## src/rtl/asram_pkg.sv

```systemverilog
package asram_pkg;

  typedef enum logic [2:0] {
    ST_IDLE   = 3'd0,
    ST_TURN   = 3'd1,
    ST_WSET   = 3'd2,
    ST_WPULSE = 3'd3,
    ST_WHOLD  = 3'd4,
    ST_RACC   = 3'd5
  } state_t;

  typedef struct packed {
    logic cs_n;
    logic we_n;
    logic oe_n;
    logic dq_oe;
  } strobe_t;

  localparam strobe_t STROBE_OFF = '{cs_n: 1'b1, we_n: 1'b1, oe_n: 1'b1, dq_oe: 1'b0};

  // Pin levels that belong to each phase of a memory cycle.
  function automatic strobe_t strobe_of(state_t s);
    strobe_t r;
    r = STROBE_OFF;
    case (s)
      ST_WSET:   r.dq_oe = 1'b1;
      ST_WPULSE: begin
        r.cs_n  = 1'b0;
        r.we_n  = 1'b0;
        r.dq_oe = 1'b1;
      end
      ST_WHOLD:  r.dq_oe = 1'b1;
      ST_RACC:   begin
        r.cs_n = 1'b0;
        r.oe_n = 1'b0;
      end
      default:   r = STROBE_OFF;
    endcase
    return r;
  endfunction

endpackage

```

## src/rtl/asram_wait_cnt.sv

```systemverilog
module asram_wait_cnt #(
  parameter int W = 2
) (
  input  logic         clk,
  input  logic         rst_n,
  input  logic         load,
  input  logic [W-1:0] init,
  input  logic         run,
  output logic         zero
);

  logic [W-1:0] cnt_q;
  logic [W-1:0] cnt_d;
  logic         cnt_en;

  assign cnt_en = load | (run & ~zero);

  always_comb begin
    if (load) cnt_d = init;
    else      cnt_d = cnt_q - W'(1);
  end

  always_ff @(posedge clk or negedge rst_n) begin
    if (!rst_n)      cnt_q <= '0;
    else if (cnt_en) cnt_q <= cnt_d;
  end

  assign zero = (cnt_q == '0);

endmodule

```

## src/rtl/asram_fsm.sv

```systemverilog
module asram_fsm
  import asram_pkg::*;
#(
  parameter int RD_WAIT  = 2,
  parameter int WR_PULSE = 2,
  parameter int CNT_W    = 2
) (
  input  logic             clk,
  input  logic             rst_n,
  input  logic             req_valid,
  input  logic             req_we,
  input  logic             cnt_zero,
  output state_t           state_q,
  output state_t           state_d,
  output logic             accept,
  output logic             ready,
  output logic             cnt_load,
  output logic [CNT_W-1:0] cnt_init,
  output logic             cnt_run
);

  logic seen_q;
  logic last_we_q;
  logic turn_needed;

  assign ready       = (state_q == ST_IDLE);
  assign turn_needed = seen_q & (last_we_q != req_we);

  always_comb begin
    state_d = state_q;
    accept  = 1'b0;
    case (state_q)
      ST_IDLE: begin
        if (req_valid) begin
          accept = 1'b1;
          if (turn_needed)  state_d = ST_TURN;
          else if (req_we)  state_d = ST_WSET;
          else              state_d = ST_RACC;
        end
      end
      ST_TURN:   state_d = last_we_q ? ST_WSET : ST_RACC;
      ST_WSET:   state_d = ST_WPULSE;
      ST_WPULSE: if (cnt_zero) state_d = ST_WHOLD;
      ST_WHOLD:  state_d = ST_IDLE;
      ST_RACC:   if (cnt_zero) state_d = ST_IDLE;
      default:   state_d = ST_IDLE;
    endcase
  end

  always_comb begin
    cnt_load = ((state_d == ST_WPULSE) && (state_q != ST_WPULSE)) ||
               ((state_d == ST_RACC)   && (state_q != ST_RACC));
    cnt_init = (state_d == ST_WPULSE) ? CNT_W'(WR_PULSE - 1) : CNT_W'(RD_WAIT - 1);
    cnt_run  = (state_q == ST_WPULSE) || (state_q == ST_RACC);
  end

  always_ff @(posedge clk or negedge rst_n) begin
    if (!rst_n) state_q <= ST_IDLE;
    else        state_q <= state_d;
  end

  always_ff @(posedge clk or negedge rst_n) begin
    if (!rst_n) begin
      seen_q    <= 1'b0;
      last_we_q <= 1'b0;
    end else if (accept) begin
      seen_q    <= 1'b1;
      last_we_q <= req_we;
    end
  end

endmodule

```

## src/rtl/asram_ctrl.sv

```systemverilog
module asram_ctrl
  import asram_pkg::*;
#(
  parameter int ADDR_W   = 17,
  parameter int DATA_W   = 8,
  parameter int RD_WAIT  = 2,
  parameter int WR_PULSE = 2
) (
  input  logic              clk,
  input  logic              rst_n,
  input  logic              req_valid,
  output logic              req_ready,
  input  logic              req_we,
  input  logic [ADDR_W-1:0] req_addr,
  input  logic [DATA_W-1:0] req_wdata,
  output logic              rsp_valid,
  output logic [DATA_W-1:0] rsp_rdata,
  output logic [ADDR_W-1:0] mem_addr,
  output logic              mem_cs_n,
  output logic              mem_we_n,
  output logic              mem_oe_n,
  output logic [DATA_W-1:0] mem_dq_out,
  input  logic [DATA_W-1:0] mem_dq_in,
  output logic              mem_dq_oe
);

  localparam int MAX_WAIT = (RD_WAIT > WR_PULSE) ? RD_WAIT : WR_PULSE;
  localparam int CNT_W    = (MAX_WAIT < 2) ? 1 : $clog2(MAX_WAIT);

  state_t             state_q;
  state_t             state_d;
  logic               accept;
  logic               cnt_load;
  logic [CNT_W-1:0]   cnt_init;
  logic               cnt_run;
  logic               cnt_zero;
  logic               capture;

  strobe_t            strb_q;
  logic [ADDR_W-1:0]  addr_q;
  logic [DATA_W-1:0]  wdata_q;
  logic [DATA_W-1:0]  rdata_q;
  logic               rvalid_q;

  asram_fsm #(
    .RD_WAIT (RD_WAIT),
    .WR_PULSE(WR_PULSE),
    .CNT_W   (CNT_W)
  ) u_fsm (
    .clk      (clk),
    .rst_n    (rst_n),
    .req_valid(req_valid),
    .req_we   (req_we),
    .cnt_zero (cnt_zero),
    .state_q  (state_q),
    .state_d  (state_d),
    .accept   (accept),
    .ready    (req_ready),
    .cnt_load (cnt_load),
    .cnt_init (cnt_init),
    .cnt_run  (cnt_run)
  );

  asram_wait_cnt #(
    .W(CNT_W)
  ) u_wait (
    .clk  (clk),
    .rst_n(rst_n),
    .load (cnt_load),
    .init (cnt_init),
    .run  (cnt_run),
    .zero (cnt_zero)
  );

  // Strobes are registered from the next state so pins change only at edges.
  always_ff @(posedge clk or negedge rst_n) begin
    if (!rst_n) strb_q <= STROBE_OFF;
    else        strb_q <= strobe_of(state_d);
  end

  // Request capture; the address stays put until the next acceptance.
  always_ff @(posedge clk or negedge rst_n) begin
    if (!rst_n) begin
      addr_q  <= '0;
      wdata_q <= '0;
    end else if (accept) begin
      addr_q  <= req_addr;
      wdata_q <= req_wdata;
    end
  end

  assign capture = (state_q == ST_RACC) & cnt_zero;

  always_ff @(posedge clk or negedge rst_n) begin
    if (!rst_n) rdata_q <= '0;
    else if (capture) rdata_q <= mem_dq_in;
  end

  always_ff @(posedge clk or negedge rst_n) begin
    if (!rst_n) rvalid_q <= 1'b0;
    else        rvalid_q <= capture;
  end

  assign mem_addr   = addr_q;
  assign mem_dq_out = wdata_q;
  assign mem_cs_n   = strb_q.cs_n;
  assign mem_we_n   = strb_q.we_n;
  assign mem_oe_n   = strb_q.oe_n;
  assign mem_dq_oe  = strb_q.dq_oe;
  assign rsp_valid  = rvalid_q;
  assign rsp_rdata  = rdata_q;

endmodule

```

## config.mk

```make
export PLATFORM = sky130hd
export DESIGN_NAME = asram_ctrl
export DESIGN_NICKNAME = d
export VERILOG_FILES = /design/src/rtl/asram_pkg.sv /design/src/rtl/asram_wait_cnt.sv /design/src/rtl/asram_fsm.sv /design/src/rtl/asram_ctrl.sv
export SDC_FILE = /design/constraint.sdc
export NUM_CORES = 1
export LEC_CHECK = 0
export BUFFER_PORTS_ARGS = -buffer_cell sky130_fd_sc_hd__buf_2
export CAP_MARGIN = 20
export CORE_MARGIN = 5
export CORE_UTILIZATION = 50
export CTS_CLUSTER_SIZE = 24
export DETAILED_ROUTE_END_ITERATION = 12
export PLACE_DENSITY = 0.93
export SYNTH_ARGS = -nofsm -noshare
export SYNTH_HDL_FRONTEND = slang
export SYNTH_SLANG_ARGS = --single-unit
```

## constraint.sdc

```tcl
create_clock -name clk -period 2.77 [get_ports clk]
set_input_delay 0.554 -clock clk [delete_from_list [all_inputs] [get_ports clk]]
set_output_delay 0.554 -clock clk [all_outputs]
set_load 0.02 [all_outputs]
```

Yosys cells after proc, flatten, opt, wreduce, memory -nomap -nowiden
Cells that the tools add are included.
{ "op_classes": {"reduce_logical": 7, "n_addsub": 1, "eq_ne": 11, "bitwise_logic": 5, "mux": 14} }
{ "op_table": {"columns": ["op", "count"], "rows": [
  ["$mux W3", 6],
  ["$pmux W3 S5", 1],
  ["$eq A3 B2 Y1 const B", 4],
  ["$eq A3 B3 Y1 const B", 3],
  ["$mux W1", 7],
  ["$and A1 B1 Y1", 3],
  ["$eq A3 B1 Y1 const B", 1],
  ["$logic_not A3 Y1", 1],
  ["$ne A3 B2 Y1 const B", 1],
  ["$ne A3 B3 Y1 const B", 1],
  ["$reduce_or A3 Y1", 1],
  ["$logic_and A1 B1 Y1", 2],
  ["$logic_or A1 B1 Y1", 2],
  ["$reduce_or A2 Y1", 1],
  ["$ne A1 B1 Y1", 1],
  ["$not A1 Y1", 1],
  ["$or A1 B1 Y1", 1],
  ["$sub A1 B1 Y1 const B", 1]
]} }
{ "totals": {"in_bits": 37, "reg_bits": 44} }

Longest topological paths before layout
Gate-level depths: netlist (run 1).
{ "logic_depth": {"ltp_word": 9, "mapped_depth": 5} }

Modules after synthesis
Synthesis (run 1) repeated with hierarchy kept, for this count alone.
{ "unflattened": {"cells_unflattened": 126, "area_unflattened_um2": 1920.6} }
{ "modules_own_cells": {"columns": ["module", "cells_per_inst", "area_each_um2", "seq_area_each_um2", "instances"], "rows": [
  ["asram_ctrl", 83, 1498.9, 954.7, 1],
  ["asram_fsm", 39, 376.6, 125.1, 1],
  ["asram_wait_cnt", 4, 45.0, 25.0, 1]
]} }

Least setup slack after synthesis (run 1)
OpenSTA, ideal clock, no wires.
{ "synth_timing": {"path_type": "register to output", "startpoint": "register u_fsm.state_q[1]", "endpoint": "output req_ready", "stages_incl_launch_ff": 3, "t_required_ns": 2.216, "n_path_buf": 1, "slack_ns": 1.219, "arrival_time_ns": 0.997, "cell_sequence": "dfrtp_1 buf_6 nor3_1"} }
{ "synth_via": {"elab_chain_len": 1} }
{ "synth_lines": {"columns": ["item", "line", "rtl"], "rows": [
  ["start: declaration", "asram_fsm.sv:13", "output state_t state_q,"],
  ["start signal: assignment", "asram_fsm.sv:59", "else state_q <= state_d;"],
  ["$logic_not A3 Y1", "asram_fsm.sv:26", "assign ready = (state_q == ST_IDLE);"],
  ["end: declaration", "asram_ctrl.sv:12", "output logic req_ready,"]
]} }
No other way between the ends.

Worst setup path after layout (run 1)
{ "layout_timing": {"startpoint": "register u_fsm.state_q[1]", "endpoint": "register u_wait.cnt_q"} }
{ "layout_via": {"elab_chain_len": 6, "elab_cells_between_ends": 20, "cone_classes": "eq/ne: 8; mux: 5; bitwise: 2; reduce/logical: 5"} }
{ "layout_lines": {"columns": ["item", "line", "rtl"], "rows": [
  ["$eq A3 B3 Y1 (tied with other cells)", "asram_fsm.sv:32, asram_fsm.sv:54", null],
  ["$pmux W3 S5", "asram_fsm.sv:32", "case (state_q)"],
  ["$eq A3 B2 Y1 or $eq A3 B3 Y1 (tied branches)", "asram_fsm.sv:51, asram_fsm.sv:52", null],
  ["$logic_and A1 B1 Y1, on equally long branches", "asram_fsm.sv:51, asram_fsm.sv:52", null],
  ["$logic_or A1 B1 Y1", "asram_fsm.sv:51", "cnt_load = ((state_d == ST_WPULSE) && (state_q != ST_WPULSE)) ||"],
  ["$mux W1 or $or A1 B1 Y1 (tied branches)", "asram_wait_cnt.sv:19, asram_wait_cnt.sv:16", null],
  ["end signal: assignment", "asram_wait_cnt.sv:25", "else if (cnt_en) cnt_q <= cnt_d;"],
  ["end: declaration", "asram_wait_cnt.sv:12", "logic [W-1:0] cnt_q;"]
]} }
Several ways; a longest one is shown, not always the timed one.
A chain may end at the register's enable or synchronous reset.

==> results.md, run 1 <==
* Final setup margin at 898 ps
* Post-route minimum period at 1870 ps
* Critical Path AT at 2180 ps
* Post-Syn Area at 1760 um^2
* Hold Path Class: input port to asynchronous set/reset pin
* DRT iter0 DRCs at 80
* Starting Density at 52.2%
* Post-Layout Cell Count at 242
* Clk sinks at 44
* GRT Total Usage at 15.9%
* Max IR drop VDD at 0.000623 V
* Placed cells at 234
* # rows at 21
* Detailed Place HPWL at 2570 um
* Pwr dens at 1230 nW/um^2
* Post-CTS setup buffers at 0
* Number of global-route vias before repair at 1,369
* Yosys reg bits at 44
* Crit share post-route at 67.6%
* Fin area at 2220 um^2
* Clock Latency Late Sink at 360 ps
* Setup TNS at 0 ps
* Post-synthesis sequential area ratio at 62.9%
* Syn Inst Count at 116
* CP endpoint kind: flip-flop
* Setup violations, final at 0
* DRC violations left at 0
* Worst-margin pin slew at 921 ps
* Fin. max-slew vios at 0
* Relative slew slack at 38.6%
* Share of layout cells above drive strength 1 at 64.8%
* Gp weighted congestion at 0.846
* Max-Cap Viols at 0
* Netlist cell types at 26
* Syn_area_per_cell at 15.1 um^2
* Via Count at 1,190
* Crit Path Category: flip-flop to flip-flop
* Total CTS buffers at 5
* RR Startpoint: u_fsm.state_q[1]$_DFF_PN0_
* Drt via density at 4.92
* Run status: finished, final reports clean
* Total gr overflow at 0
* Die area at 4800 um^2
* I/O pins at 76
* Nets at 232
* First-pass GRT wire length at 6070 um
* RSZ-0062 raised after global routing: no
* WL per Instance at 14.1 um
* Worst reg-to-reg setup slack at 900 ps
* Die X at 69.3 um
* CTS tree: done
* Worst endpoint required time at 3080 ps
* Setup crit start: u_fsm.state_q[1]$_DFF_PN0_
* P&R area growth vs syn at 26.1%
* I/O Buffers at 75
* Design Power at 2730 uW
* Ys Warns at 0
* Placed cell area at 2150 um^2
* Die height at 69.3 um
* Clock-pin slew on the worst setup and hold paths at 120 ps
* Hold-fix buffers, CTS at 0
* Root Buffer: clkbuf_4
* Antenna Nets Post-Route at 0
* Largest net degree at the start of global routing at 45
* Cts repair resizes at 0
* Core box area at 3360 um^2
* Max Fclk at 0.534 GHz
* Critical Path Start Type: flip-flop
* CTS H-tree lvls at 2
* Max Clock Skew at 8.35 ps
* Placement Setup Slack at 900 ps
* Leakage at 0.00108 uW
* Initial antenna violation count at 0
* Maximum clock insertion buffer count at 2
* Post-Syn Nets at 153
* Top fanout value on the critical path at 19
* Routed wire length at 3420 um
* Antenna Cells at 0
* Final hold violation count at 0
* Pre-antenna DRT Iters at 4
-- synthesized netlist by cell type --
library cell	instances	area, um^2
a21boi_2	1	11.3
a21oi_1	3	15.0
a2bb2oi_1	1	8.76
a41o_1	1	10.0
and2_1	1	6.26
buf_2	1	5.00
buf_6	4	45.0
dfrtp_1	41	1030
dfstp_2	3	78.8
inv_1	2	7.51
mux2_2	33	372
nand2_1	3	11.3
nand2b_1	4	25.0
nand3_1	1	5.00
nand3b_1	1	7.51
nor2_1	2	7.51
nor2_4	1	11.3
nor3_1	1	5.00
nor3b_1	1	7.51
nor4b_4	1	23.8
o21ai_0	4	20.0
o221a_2	1	11.3
or2_2	2	12.5
or3_1	1	6.26
or3b_1	1	8.76
xnor2_1	1	8.76
-- cell families (layout without fill, tap and decap cells) --
group | after synthesis | after routing | synth area share, %
flip-flops | 44 | 44 | 62.9
multiplexers | 33 | 33 | 21.2
AND/OR/NAND/NOR | 20 | 20 | 7.83
AO/OA/AOI/OAI | 11 | 11 | 4.34
buffers and inverters | 7 | 87 | 3.28
XOR/XNOR | 1 | 1 | 0.499
-- stage by stage --
step,utilization [%],hold slack [ps]
3_3_place_gp,64.1,485
2_1_floorplan,-,258
5_1_grt,65.9,379
3_5_place_dp,64.1,488
6_report,65.9,311
4_1_cts,65.9,343
-- registers in the layout, indices dropped and copies added (netlist names) --
| signal | cells |
|---|---|
| mem_addr | 17 |
| mem_cs_n | 1 |
| mem_dq_oe | 1 |
| mem_dq_out | 8 |
| mem_oe_n | 1 |
| mem_we_n | 1 |
| rsp_rdata | 8 |
| rsp_valid | 1 |
| u_fsm.last_we_q | 1 |
| u_fsm.seen_q | 1 |
| u_fsm.state_q | 3 |
| u_wait.cnt_q | 1 |
-- layer usage --
layer / global-route usage (%) / share of wire, % / vias to the layer above
li1: - / - / 568
met1: 18.8 / 42 / 572
met2: 25.4 / 48 / 43
met3: 4.93 / 7.4 / 7
met4: 9.33 / 2.5 / 0
met5: 0 / 0 / -
-- area by class of cell --
type	count	area, um^2
clock buffer	6	51.3
clock inverter	2	10.0
fill	283	1150
inverter	2	7.51
multi-input combinational	65	594
sequential	44	1100
tap	46	57.6
timing repair buffer	77	390
-- power by group --
part | internal [uW] | switching [uW] | total (uW)
combinational | 567 | 692 | 1260
clock | 121 | 200 | 321
sequential | 958 | 197 | 1150
total | 1650 | 1090 | 2730
-- critical path: stages (launching register included) --
cell and delay [ps]:
dfrtp_1 520, nor4b_4 530, buf_4 340, and2_1 230, o221a_2 210
-- final timing paths --
check / end / cells after the start
max: u_wait.cnt_q$_DFFE_PN0P_ / 4
min: mem_dq_out[2]$_DFFE_PN0P_ / 1
max reg2reg: u_wait.cnt_q$_DFFE_PN0P_ / 4
min reg2reg: u_fsm.seen_q$_DFFE_PN0P_ / 1
max in group asynchronous: u_fsm.seen_q$_DFFE_PN0P_ / 1
min in group clk: mem_addr[5]$_DFFE_PN0P_ / 2
-- placed cells by master (no fill, tap or decap), types with 2 or more instances in the layout --
cell type	netlist	layout
buf_2	1	75
dfrtp_1	41	41
mux2_2	33	33
clkbuf_4	0	5
nand2b_1	4	4
o21ai_0	4	4
nand2_1	3	3
a21oi_1	3	3
dfstp_2	3	3
inv_1	2	2
or2_2	2	2
nor2_1	2	2
clkinv_2	0	2
buf_4	0	2
No activity file was read; power rests on OpenSTA's default activity.
==> run 2, diff against run 1 <==
- CORE_UTILIZATION: 50 -> 42
- PLACE_DENSITY: 0.93 -> 0.84
- clock period: 2.77 -> 1.6 ns (I/O delays scaled with it)
==> results.md, run 2 (synthesis results as in run 1) <==
* Worst reg-to-reg setup slack at 100 ps (-800 ps)
* Clock-pin slew on the worst setup and hold paths at 90 ps (-30 ps)
* DRC violations left at 0 (unchanged)
* Number of global-route vias before repair at 1,242 (-9.3%)
* Initial antenna violation count at 0 (unchanged)
* Core box area at 4030 um^2 (+20%)
* Placement Setup Slack at 136 ps (-764 ps)
* Number of flip-flops in the largest register at 17 (unchanged)
* Via Count at 1,191 (+0.084%)
* Power share of the combinational group at 45.7% (-0.3 points)
* Psw at 1950 uW (+79%)
* Maximum clock insertion buffer count at 2 (unchanged)
* Starting Density at 43.6% (-8.6 points)
* Hold Path Class: input port to flip-flop
* Setup violations, final at 0 (unchanged)
* Pre-antenna DRT Iters at 4 (unchanged)
* Die area at 5580 um^2 (+16%)
* Setup TNS at 0 ps (unchanged)
* Cell count of the worst reg-to-reg path at 4 (unchanged)
* Clock Latency Late Sink at 300 ps (-60 ps)
* Final hold violation count at 0 (unchanged)
* Crit share post-route at 95.6%
* Internal at 3180 uW (+94%)
* Max Fclk at 0.654 GHz
* Critical Path Start Type: flip-flop
* CTS H-tree lvls at 2 (unchanged)
* Fin. max-slew vios at 0 (unchanged)
* WHS Endpoint: mem_addr[1]$_DFFE_PN0P_
* Net Sw Frac at 37.9% (-1.9 points)
* CP max-delay cell: dfrtp_1
* Drt via density at 4.73 (-3.9%)
* Leakage at 0.00114 uW (+5.3%)
* Worst endpoint required time at 1280 ps (-1800 ps)
* Share of layout cells above drive strength 1 at 65.8% (+1.0 points)
* Max Clock Skew at 9.21 ps (+0.866 ps)
* GRT Total Usage at 14.4% (-1.6 points)
* Run status: finished, final reports clean
* Final setup margin at 70.6 ps (-827 ps)
* Top fanout value on the critical path at 8 (-11)
* CTS tree: done
* RSZ-0062 raised after global routing: no
* Fillers at 330 (+17%)
* Kind of cell adding the most delay to the critical path: flip-flops
* Largest net degree at the start of global routing at 29 (-36%)
* I/O pins at 76 (unchanged)
* Post-route minimum period at 1530 ps
* Max IR drop VDD at 0.00131 V (+110%)
* Gp weighted congestion at 0.788 (-6.9%)
* R2R Path End: u_wait.cnt_q$_DFFE_PN0P_
* P&R area growth vs syn at 33.6%
* I/O Buffers at 75 (unchanged)
* Leading cell types in the layout, fill and taps excluded: buf_2, dfrtp_1, mux2_2
* WHS Path Cells at 2
* Routed wire length at 3650 um (+6.8%)
* Crit Path Category: flip-flop to primary output
* Commonest non-fill, non-tap cell in the layout: buf_2
* Antenna Nets Post-Route at 0 (unchanged)
* Die X at 74.7 um (+7.8%)
* Antenna Cells at 0 (unchanged)
* Total gr overflow at 0 (unchanged)
* # rows at 23 (+9.5%)
* Clk pwr share at 16.6% (+4.9 points)
* Worst path cell trace: buf_6 -> nor3_2 -> buf_4
* First-pass GRT wire length at 5920 um (-2.4%)
* Nets at 238 (+2.6%)
* Total CTS buffers at 5 (unchanged)
* Buffer and inverter count on the worst path at 2 (+1)
* Hold Startpoint: req_addr[1]
* RR Startpoint: u_fsm.state_q[1]$_DFF_PN0_
* Pwr dens at 2190 nW/um^2 (+77%)
* Max-Cap Viols at 0 (unchanged)
* Seq pwr share at 37.7% (-4.5 points)
* Critical Path AT at 1210 ps (-970 ps)
* Clk sinks at 44 (unchanged)
* WL per Instance at 14.5 um (+2.6%)
* CP endpoint kind: primary output
* Root Buffer: clkbuf_8
* Die height at 74.7 um (+7.8%)
* Relative slew slack at 74.4% (+36 points)
* CP max stage delay at 440 ps (-90 ps)
* Detailed Place HPWL at 2890 um (+12%)
* DRT iter0 DRCs at 56 (-30%)
* Worst-margin pin slew at 383 ps (-538 ps)
run 2: final cells by class:
type | count | area, um^2 | share of cell area [%]
clock inverters | 3 | 47.5 | 2.03
repair buffers | 83 | 457 | 19.5
well taps | 50 | 62.6 | 2.67
clock buffers | 5 | 68.8 | 2.93
flip-flops and latches | 44 | 1100 | 47.1
inverters | 2 | 7.51 | 0.320
multi-input cells | 65 | 599 | 25.5
run 2: routing by layer:
layer	global-route usage (%)	up-vias	wire length (um)
met5	0	-	0
met4	8.70	0	102
met3	3.20	9	151
met2	24.1	28	2050
met1	16.8	579	1350
li1	-	575	-
run 2: power by group through the flow:
stage / sequential (uW) / combinational, uW / clock (uW)
after CTS: 1940 / 2370 / 875
after global routing: 2010 / 2520 / 922
final: 1930 / 2350 / 851
after detailed placement: 1960 / 2360 / 0
after floorplan: 2530 / 1010 / 0
after global placement: 1930 / 2300 / 0
run 2: stage by stage:
stage | area [um^2] | power [uW] | util (%) | hold WS, ps | cells
after global routing | 2350 | 5450 | 58.3 | 242 | 252
after CTS | 2340 | 5180 | 58.0 | 240 | 252
final | 2350 | 5130 | 58.3 | 247 | 252
after detailed placement | 2210 | 4310 | 54.8 | 263 | 243
after floorplan | 1760 | 3540 | - | 24.4 | 116
after global placement | 2210 | 4230 | 54.8 | 262 | 243
run 2: how the worst max path moves through the flow:
stage	depth (start not counted)	startpoint	end
finish	3	u_fsm.state_q[1]$_DFF_PN0_	req_ready
global route	3	u_fsm.state_q[1]$_DFF_PN0_	req_ready
CTS	3	u_fsm.state_q[1]$_DFF_PN0_	req_ready
detailed placement	3	u_fsm.state_q[1]$_DFF_PN0_	mem_dq_out[2]$_DFFE_PN0P_
global placement	4	u_fsm.state_q[1]$_DFF_PN0_	u_wait.cnt_q$_DFFE_PN0P_
floorplan	4	u_fsm.state_q[1]$_DFF_PN0_	mem_addr[0]$_DFFE_PN0P_
run 2: repair_timing:
action | in CTS | in global routing
endpoints found under the hold margin | 13 | 0
setup buffers | 0 | 0
endpoints found under the setup margin | 0 | 1
resized for setup | 0 | 3
hold buffers | 1 | 0
run 2: worst register-to-register path, delay by kind of cell (launching register included):
| kind | cells | cell delay, ps |
|---|---|---|
| compound gates | 1 | 200 |
| buf+inv | 1 | 270 |
| flops | 1 | 440 |
| simple gates | 2 | 530 |
